[src/rtl/ivd_pkg.sv]
package ivd_pkg;
  localparam int IVD_WORD_W   = 64;
  localparam int IVD_LEG_MAX  = 16;
  localparam int IVD_BUSY_BIT = 5;
  localparam int IVD_TAG_LSB  = 6;
  localparam logic [4:0] IVD_TAG   = 5'h1F;
  localparam logic [8:0] IVD_TRAP  = 9'h060;

  typedef logic [IVD_WORD_W-1:0] ivd_word_t;

  // sparse legacy-line translation; -1 marks an unmapped line
  function automatic int leg_target(int line);
    case (line)
      1:       return 'h29;
      4:       return 'h2B;
      6:       return 'h27;
      7:       return 'h22;
      12:      return 'h2A;
      default: return -1;
    endcase
  endfunction

  function automatic ivd_word_t pack_word0(int unsigned vec);
    return (IVD_WORD_W'(IVD_TAG) << IVD_TAG_LSB) | IVD_WORD_W'(vec);
  endfunction
endpackage

[src/rtl/ivd_legacy_map.sv]
module ivd_legacy_map #(
  parameter int NVEC = 64,
  parameter int NLEG = 16
) (
  input  logic [NVEC-1:0] vec_i,
  input  logic [NLEG-1:0] leg_i,
  output logic [NVEC-1:0] req_o
);
  localparam int IDX_W = $clog2(NVEC);

  always_comb begin
    req_o = vec_i;
    for (int l = 0; l < NLEG; l++) begin
      int t;
      t = ivd_pkg::leg_target(l);
      if (t >= 0 && t < NVEC && leg_i[l])
        req_o[t[IDX_W-1:0]] = 1'b1;
    end
  end
endmodule

[src/rtl/ivd_prio_pick.sv]
module ivd_prio_pick #(
  parameter int NVEC  = 64,
  parameter int IDX_W = $clog2(NVEC)
) (
  input  logic [NVEC-1:0]  req_i,
  output logic             valid_o,
  output logic [IDX_W-1:0] idx_o
);
  always_comb begin
    valid_o = |req_i;
    idx_o   = '0;
    for (int i = NVEC - 1; i >= 0; i--)
      if (req_i[i]) idx_o = IDX_W'(i);
  end
endmodule

[src/rtl/ivd_capture.sv]
module ivd_capture #(
  parameter int IDX_W = 6
) (
  input  logic                clk_i,
  input  logic                rst_ni,
  input  logic                pick_valid_i,
  input  logic [IDX_W-1:0]    pick_idx_i,
  input  logic                line_hi_i,
  input  logic                sw_clr_i,
  output logic                busy_o,
  output logic [IDX_W-1:0]    vec_o,
  output ivd_pkg::ivd_word_t  word0_o,
  output logic                wake_o,
  output logic                take_o,
  output logic                drop_o
);
  assign take_o = !busy_o && pick_valid_i;
  assign drop_o = busy_o && (!line_hi_i || sw_clr_i);

  always_ff @(posedge clk_i) begin
    if (!rst_ni) begin
      busy_o  <= 1'b0;
      vec_o   <= '0;
      word0_o <= '0;
      wake_o  <= 1'b0;
    end else begin
      wake_o <= take_o;
      if (take_o) begin
        busy_o  <= 1'b1;
        vec_o   <= pick_idx_i;
        word0_o <= ivd_pkg::pack_word0(32'(pick_idx_i));
      end else if (drop_o) begin
        busy_o <= 1'b0;
      end
    end
  end
endmodule

[src/rtl/ivd_top.sv]
module ivd_top #(
  parameter int NVEC = 64,
  parameter int NLEG = 16
) (
  input  logic                           clk_i,
  input  logic                           rst_ni,
  input  logic [NVEC-1:0]                vec_irq_i,
  input  logic [NLEG-1:0]                leg_irq_i,
  input  logic                           sw_clr_i,
  output logic [7:0]                     status_o,
  output logic [ivd_pkg::IVD_WORD_W-1:0] word0_o,
  output logic [ivd_pkg::IVD_WORD_W-1:0] word1_o,
  output logic [ivd_pkg::IVD_WORD_W-1:0] word2_o,
  output logic [8:0]                     trap_o,
  output logic                           irq_o,
  output logic                           wake_o
);
  localparam int IDX_W = $clog2(NVEC);

  logic [NVEC-1:0]  req_all;
  logic             pick_valid;
  logic [IDX_W-1:0] pick_idx;
  logic [IDX_W-1:0] cap_vec;
  logic             cap_busy;
  logic             cap_line_hi;
  logic             cap_take;
  logic             cap_drop;

  ivd_legacy_map #(.NVEC(NVEC), .NLEG(NLEG)) map_i (
    .vec_i (vec_irq_i),
    .leg_i (leg_irq_i),
    .req_o (req_all)
  );

  ivd_prio_pick #(.NVEC(NVEC), .IDX_W(IDX_W)) pick_i (
    .req_i   (req_all),
    .valid_o (pick_valid),
    .idx_o   (pick_idx)
  );

  assign cap_line_hi = req_all[cap_vec];

  ivd_capture #(.IDX_W(IDX_W)) cap_i (
    .clk_i        (clk_i),
    .rst_ni       (rst_ni),
    .pick_valid_i (pick_valid),
    .pick_idx_i   (pick_idx),
    .line_hi_i    (cap_line_hi),
    .sw_clr_i     (sw_clr_i),
    .busy_o       (cap_busy),
    .vec_o        (cap_vec),
    .word0_o      (word0_o),
    .wake_o       (wake_o),
    .take_o       (cap_take),
    .drop_o       (cap_drop)
  );

  always_comb begin
    status_o = '0;
    status_o[ivd_pkg::IVD_BUSY_BIT] = cap_busy;
  end

  assign word1_o = '0;
  assign word2_o = '0;
  assign trap_o  = cap_busy ? ivd_pkg::IVD_TRAP : 9'h000;
  assign irq_o   = cap_busy;
endmodule

[config.mk]
export PLATFORM = sky130hd
export DESIGN_NAME = ivd_top
export DESIGN_NICKNAME = d
export VERILOG_FILES = /design/src/rtl/ivd_pkg.sv /design/src/rtl/ivd_legacy_map.sv /design/src/rtl/ivd_prio_pick.sv /design/src/rtl/ivd_capture.sv /design/src/rtl/ivd_top.sv
export SDC_FILE = /design/constraint.sdc
export NUM_CORES = 1
export LEC_CHECK = 0
export ABC_AREA = 1
export BUFFER_PORTS_ARGS = -buffer_cell sky130_fd_sc_hd__buf_4
export CORE_AREA = 2 2 114 116
export DETAILED_ROUTE_END_ITERATION = 6
export DIE_AREA = 0 0 116 118
export PLACE_DENSITY = 0.66
export SLEW_MARGIN = 20
export SYNTH_ARGS = -nofsm -noshare
export SYNTH_HDL_FRONTEND = slang
export SYNTH_SLANG_ARGS = --single-unit
[constraint.sdc]
create_clock -name clk_i -period 3.7 [get_ports clk_i]
set_input_delay 0.74 -clock clk_i [delete_from_list [all_inputs] [get_ports clk_i]]
set_output_delay 0.74 -clock clk_i [all_outputs]
set_load 0.05 [all_outputs]
==> summary.txt, run 1 <==
Total global-route track usage: 0.114
Clk_skew: 0.00164 ns
Total global routing overflow: 0
Switching part of the total: 0.640
Vias in the first global route: 2656
Postcts setup bufs: 0
Syn_area_per_cell: 5.73 um2
HP Class: flop to flop
Initial DRC count: 84
Worst Max-Slew Pin Slew: 0.579 ns
Via-to-Cell Ratio: 3.65
Final worst setup slack: 0.0726 ns
Worst skew pair latency: 0.24 ns
Nets: 743
Comb power frac: 0.702
Via total after detailed routing: 3037
TritonCTS clock tree: yes
DP Worst Slack: -0.234 ns
Final min period: 3.63 ns
Starting Density: 0.266
Total length of routed wires: 8500 um
Clock share of power: 0.192
Area growth from synthesis to layout: 6.28%
CTS root buf: clkbuf_16
Post-DR wirelength/cell: 10.2 um
Final setup fails: 0
Fmax: 0.276 GHz
P_leak: 2.09 nW
M3 GR Usage: 0.0407
Cell-internal power: 0.000363 W
Met1 Use GR: 0.133
Largest vdd supply drop: 0.000112 V
CP endpoint kind: flop
Worst EP required: 3.83 ns
Part of the Yosys area used for sequential elements: 0.0545
Pwr dens: 287 nW/um2
Clock-pin slew on the worst setup and hold paths: 0.04 ns
CTS Hold Buffers Added: 0
Dpl hpwl: 7270 um
Buffers on Ports: 87
Crit path max fanout: 2
Most frequent cells in the layout: conb_1 (195), nand2_1 (109), buf_4 (94), inv_1 (64), nor2_1 (49)
Max incr delay on CP: 0.09 ns
Num CTS Buffers: 3
Routed Antenna Nets: 0
Ys async rst share: 0
Antenna violations before repair: 0
DRC viols: 0
WS Path Type: input pin to flop
Run status: completed
Io pins: 294
Final Power: 0.00101 W
Slowest CP cell: buf_6
RSZ-0062 raised after global routing: true
Final hold vios: 0
DIE AREA: 13700 um2
Placed insts: 827
CTS H-tree lvls: 1
Most frequent CP cell: nand2_1
Gpl congestion: 0.777
YS warnings: 0
ANT cells: 0
TritonCTS Sinks: 9
Share of cells above drive strength 1: 0.167
Relative slew slack: 0.613
Post-synth EDFFs: 0
Worst setup SP type: input pin
Final Instance Count excl. Fillers: 831
Die X: 116 um
Hold_ws: 0.546 ns
Ys flop type: dfxtp_1
Max Cap Violations: 0
Synthesized cell area: 3310 um2
Seq cells post-synth: 9
Largest net degree at the start of global routing: 34
Flop pwr share: 0.107
NetSw: 0.000645 W
Synth cell types: 27
Gr busiest metal: met2
Row count: 41
Final slew viol count: 0
First-pass GRT wire length: 12700 um
Met2 GRT Util: 0.200
Final period utilization: 0.980
Commonest non-fill, non-tap cell in the layout: conb_1
Final core occ: 0.283
Core area: 12400 um2
Die Ht: 118 um
Reg2reg setup slack: 1.63 ns
Mapped Cells: 577
CP arrival: 3.76 ns
First-pass DRT Iterations: 4
Clock tree buffer depth: 2
-- power by group through the flow --
stage	clock network [W]	logic, W	registers, W
floorplan	0	0.000732	0.000125
global route	0.000204	0.000750	0.000109
finish	0.000193	0.000707	0.000107
detailed placement	0	0.000702	0.000109
CTS	0.000195	0.000704	0.000108
global placement	0	0.000700	0.000109
-- cell usage after synthesis, types with 2 or more instances --
library cell / n / area share
nand2_1: 109 / 0.12
buf_4: 202 / 0.46
nand4_1: 2 / 0.0038
o21ai_1: 4 / 0.0061
o21ai_0: 31 / 0.047
dfxtp_1: 9 / 0.055
inv_1: 66 / 0.075
clkbuf_1: 11 / 0.012
a21oi_1: 39 / 0.059
nor4_1: 3 / 0.0057
nor2_8: 2 / 0.012
nor2_1: 49 / 0.056
nor3_1: 3 / 0.0045
nand3_1: 29 / 0.044
o31ai_1: 3 / 0.0068
inv_2: 4 / 0.0045
-- state kept, by name, indices dropped and copies added, names as in the netlist --
| name | cells |
|---|---|
| cap_i.busy_o | 1 |
| cap_i.vec_o | 5 |
| cap_i.wake_o | 1 |
| cap_i.word0_o | 2 |
-- repair_timing --
| action | 4_1_cts | 5_1_grt |
|---|---|---|
| resized for setup | 5 | 1 |
| hold endpoints to repair | 0 | 0 |
| setup endpoints to repair | 1 | 1 |
-- final timing paths --
check                   start               end  depth (start not counted)
max             vec_irq_i[63]    cap_i.vec_o[0]                         63
min reg2reg  cap_i.word0_o[5]  cap_i.word0_o[5]                          2
min          cap_i.word0_o[5]  cap_i.word0_o[5]                          2
max reg2reg    cap_i.vec_o[0]      cap_i.busy_o                          9
-- routing by layer --
layer | part of all wire | up-vias
met5 | 0 | -
met4 | 0.015 | 0
met3 | 0.12 | 12
met2 | 0.48 | 175
met1 | 0.39 | 1282
li1 | - | 1568
-- logic make-up after synthesis --
logic type,synth area share
AO/OA/AOI/OAI,0.141
buffers and inverters,0.551
flip-flops,0.0545
other,0.00113
AND/OR/NAND/NOR,0.253
-- critical path: cells and delay by family --
family	cells	cell delay, ns
simple gates	62	2.88
buf+inv	1	0.09
-- cell type report --
cell class                 count  area [um2]
fill                        1422        8900
multi-input combinational    479        2030
timing repair buffer          97         743
inverter                      70         263
tap                          172         215
sequential                     9         180
clock buffer                   4        78.8
-- metrics by stage --
step,cell area [um2],TNS (ns)
floorplan,4030,0
global placement,3420,-0.255
detailed placement,3420,-0.234
CTS,3510,0
global route,3510,-0.572
finish,3510,0
Power figures use the tool's default switching activity.
==> run 2: changes to the inputs <==
--- a/config.mk
+++ b/config.mk
@@ -7,10 +7,11 @@
 export LEC_CHECK = 0
 export ABC_AREA = 1
 export BUFFER_PORTS_ARGS = -buffer_cell sky130_fd_sc_hd__buf_4
-export CORE_AREA = 2 2 114 116
+export CORE_AREA = 2 2 113 115
+export CTS_BUF_LIST = sky130_fd_sc_hd__clkbuf_4 sky130_fd_sc_hd__clkbuf_8 sky130_fd_sc_hd__clkbuf_16
 export DETAILED_ROUTE_END_ITERATION = 6
-export DIE_AREA = 0 0 116 118
-export PLACE_DENSITY = 0.66
+export DIE_AREA = 0 0 115 117
+export PLACE_DENSITY = 0.67
 export SLEW_MARGIN = 20
 export SYNTH_ARGS = -nofsm -noshare
 export SYNTH_HDL_FRONTEND = slang
==> run 2 against run 1 <==
Effect of this change:
- the run now ends with negative setup slack left
- combinational power barely moved
- worst hold slack worse by 0.0096 ns
- core utilization hardly changed
- critical path type unchanged
- critical endpoint unchanged
==> summary.txt, run 2 (synthesis results as in run 1) <==
Max incr delay on CP: 0.09 ns (about the same)
CTS root buf: clkbuf_16
Antenna violations before repair: 0 (unchanged)
Largest vdd supply drop: 0.000137 V (+22%)
Hold_ws: 0.536 ns (-0.00961 ns)
Top sig layer: met4
Crit path max fanout: 2 (unchanged)
P_leak: 2.10 nW (+0.14%)
Slowest CP cell: buf_6
Postcts setup bufs: 0 (unchanged)
Worst EP required: 3.83 ns (about the same)
Dpl hpwl: 7210 um (-0.79%)
Routed Antenna Nets: 0 (unchanged)
Vias in the first global route: 2508 (-5.6%)
WL met1: 3320 um (+1.1%)
RSZ-0062 raised after global routing: true
CP arrival: 3.83 ns (+0.07 ns)
TritonCTS Sinks: 9 (unchanged)
Gpl congestion: 0.765 (-1.6%)
Most frequent cells in the layout: conb_1 (195), nand2_1 (108), buf_4 (94), inv_1 (64), nor2_1 (49)
DIE AREA: 13500 um2 (-1.7%)
Clk_skew: 0.00196 ns (+0.000315 ns)
Pwr dens: 291 nW/um2 (+1.5%)
Top reg by flops: cap_i.vec_o
Worst setup SP type: input pin
Commonest non-fill, non-tap cell in the layout: conb_1
Num CTS Buffers: 3 (unchanged)
First-pass DRT Iterations: 4 (unchanged)
Fill count: 1429 (+0.49%)
Final setup fails: 1 (+1)
HP Class: flop to flop
Die Ht: 117 um (-0.85%)
DRC viols: 0 (unchanged)
Via total after detailed routing: 3053 (+0.53%)
Total length of routed wires: 8370 um (-1.5%)
Relative slew slack: 0.437 (-0.177)
Fmax: 0.270 GHz (-2.0%)
Buffers on Ports: 87 (unchanged)
Final worst setup slack: -0.00141 ns (-0.0740 ns)
Total global routing overflow: 0 (unchanged)
Area growth from synthesis to layout: 5.53%
Io pins: 294 (unchanged)
CTS H-tree lvls: 1 (unchanged)
Final Instance Count excl. Fillers: 809 (-2.6%)
Clock tree buffer depth: 2 (unchanged)
Violated checks: negative setup slack
TritonCTS clock tree: yes
Max Cap Violations: 0 (unchanged)
Post-DP Area: 3390 um2 (-0.81%)
CP endpoint kind: flop
Max reg flops: 5 (unchanged)
Worst skew pair latency: 0.24 ns (about the same)
Worst Max-Slew Pin Slew: 0.844 ns (+0.265 ns)
WS Path Type: input pin to flop
Total global-route track usage: 0.117 (+0.00282)
Final period utilization: 1.00 (+0.0200)
Final hold vios: 0 (unchanged)
CTS Hold Buffers Added: 0 (unchanged)
Clock-pin slew on the worst setup and hold paths: 0.04 ns (about the same)
Nets: 743 (unchanged)
Placed insts: 805 (-2.7%)
ANT cells: 0 (unchanged)
Final instance area: 3490 um2 (-0.71%)
Final min period: 3.70 ns (+0.0740 ns)
Post-DR wirelength/cell: 10.3 um (+1.1%)
Run status: finished with violations
Setup TNS: -0.00141 ns (-0.00141 ns)
Row count: 41 (unchanged)
Via-to-Cell Ratio: 3.77 (+3.3%)
Core area: 12300 um2 (-0.83%)
Share of cells above drive strength 1: 0.170 (+0.00303)
Top Registers: cap_i.vec_o (5), cap_i.word0_o (2)
Die X: 115 um (-0.86%)
Final slew viol count: 0 (unchanged)
First-pass GRT wire length: 12400 um (-1.8%)
Initial DRC count: 193 (+130%)
Most frequent CP cell: nand2_1
Starting Density: 0.268 (+0.00222)
Met3 WL: 909 um (-12%)
Routed wl met2: 4050 um (about the same)
Largest net degree at the start of global routing: 34 (unchanged)
## run 2: cell counts in the layout (fill, tap and decap cells not counted)
No cell type changed its count.
## run 2: where the power goes
group	total (W)	switching [W]	internal (W)
combinational	0.000708	0.000592	0.000116
sequential	0.000107	0.00000508	0.000102
clock	0.000201	0.0000495	0.000152
total	0.00102	0.000646	0.000370
## run 2: metrics by stage
step | total power (W) | setup slack, ns | utilization
2_1_floorplan | 0.000857 | 0.242 | -
5_1_grt | 0.00108 | -0.669 | 0.283
4_1_cts | 0.00102 | -0.0300 | 0.282
3_5_place_dp | 0.000812 | -0.265 | 0.276
6_report | 0.00102 | -0.00141 | 0.283
3_3_place_gp | 0.000811 | -0.290 | 0.276
## run 2: worst paths after layout
check	endpoint	cells past startpoint	from	slack [ns]
setup / recovery	cap_i.vec_o[0]	63	vec_irq_i[63]	-0.001
hold / removal	cap_i.word0_o[5]	2	cap_i.word0_o[5]	0.54
setup reg to reg	cap_i.busy_o	8	cap_i.vec_o[0]	1.34
hold reg to reg	cap_i.word0_o[5]	2	cap_i.word0_o[5]	0.54
## run 2: critical path: cells and delay by family
kind                   cells  cell delay (ns)
buffers and inverters      1             0.09
AND/OR/NAND/NOR           62             2.99
## run 2: timing repair
item	4_1_cts	5_1_grt
endpoints found under the setup margin	1	1
pin swaps	1	10
gates resized for setup	1	5
## run 2: cell type report
class,instances,area (um2),share of cell area
clock buffer,4,82.6,0.0237
inverter,70,263,0.0753
multi-input combinational,479,2040,0.584
sequential,9,180,0.0516
tap,150,188,0.0538
timing repair buffer,97,739,0.212
## run 2: per-layer routing
metal / vias to the layer above / global-route usage
met4: 0 / 0.0233
met2: 186 / 0.210
met5: - / 0
met3: 7 / 0.0309
li1: 1566 / -
met1: 1294 / 0.142
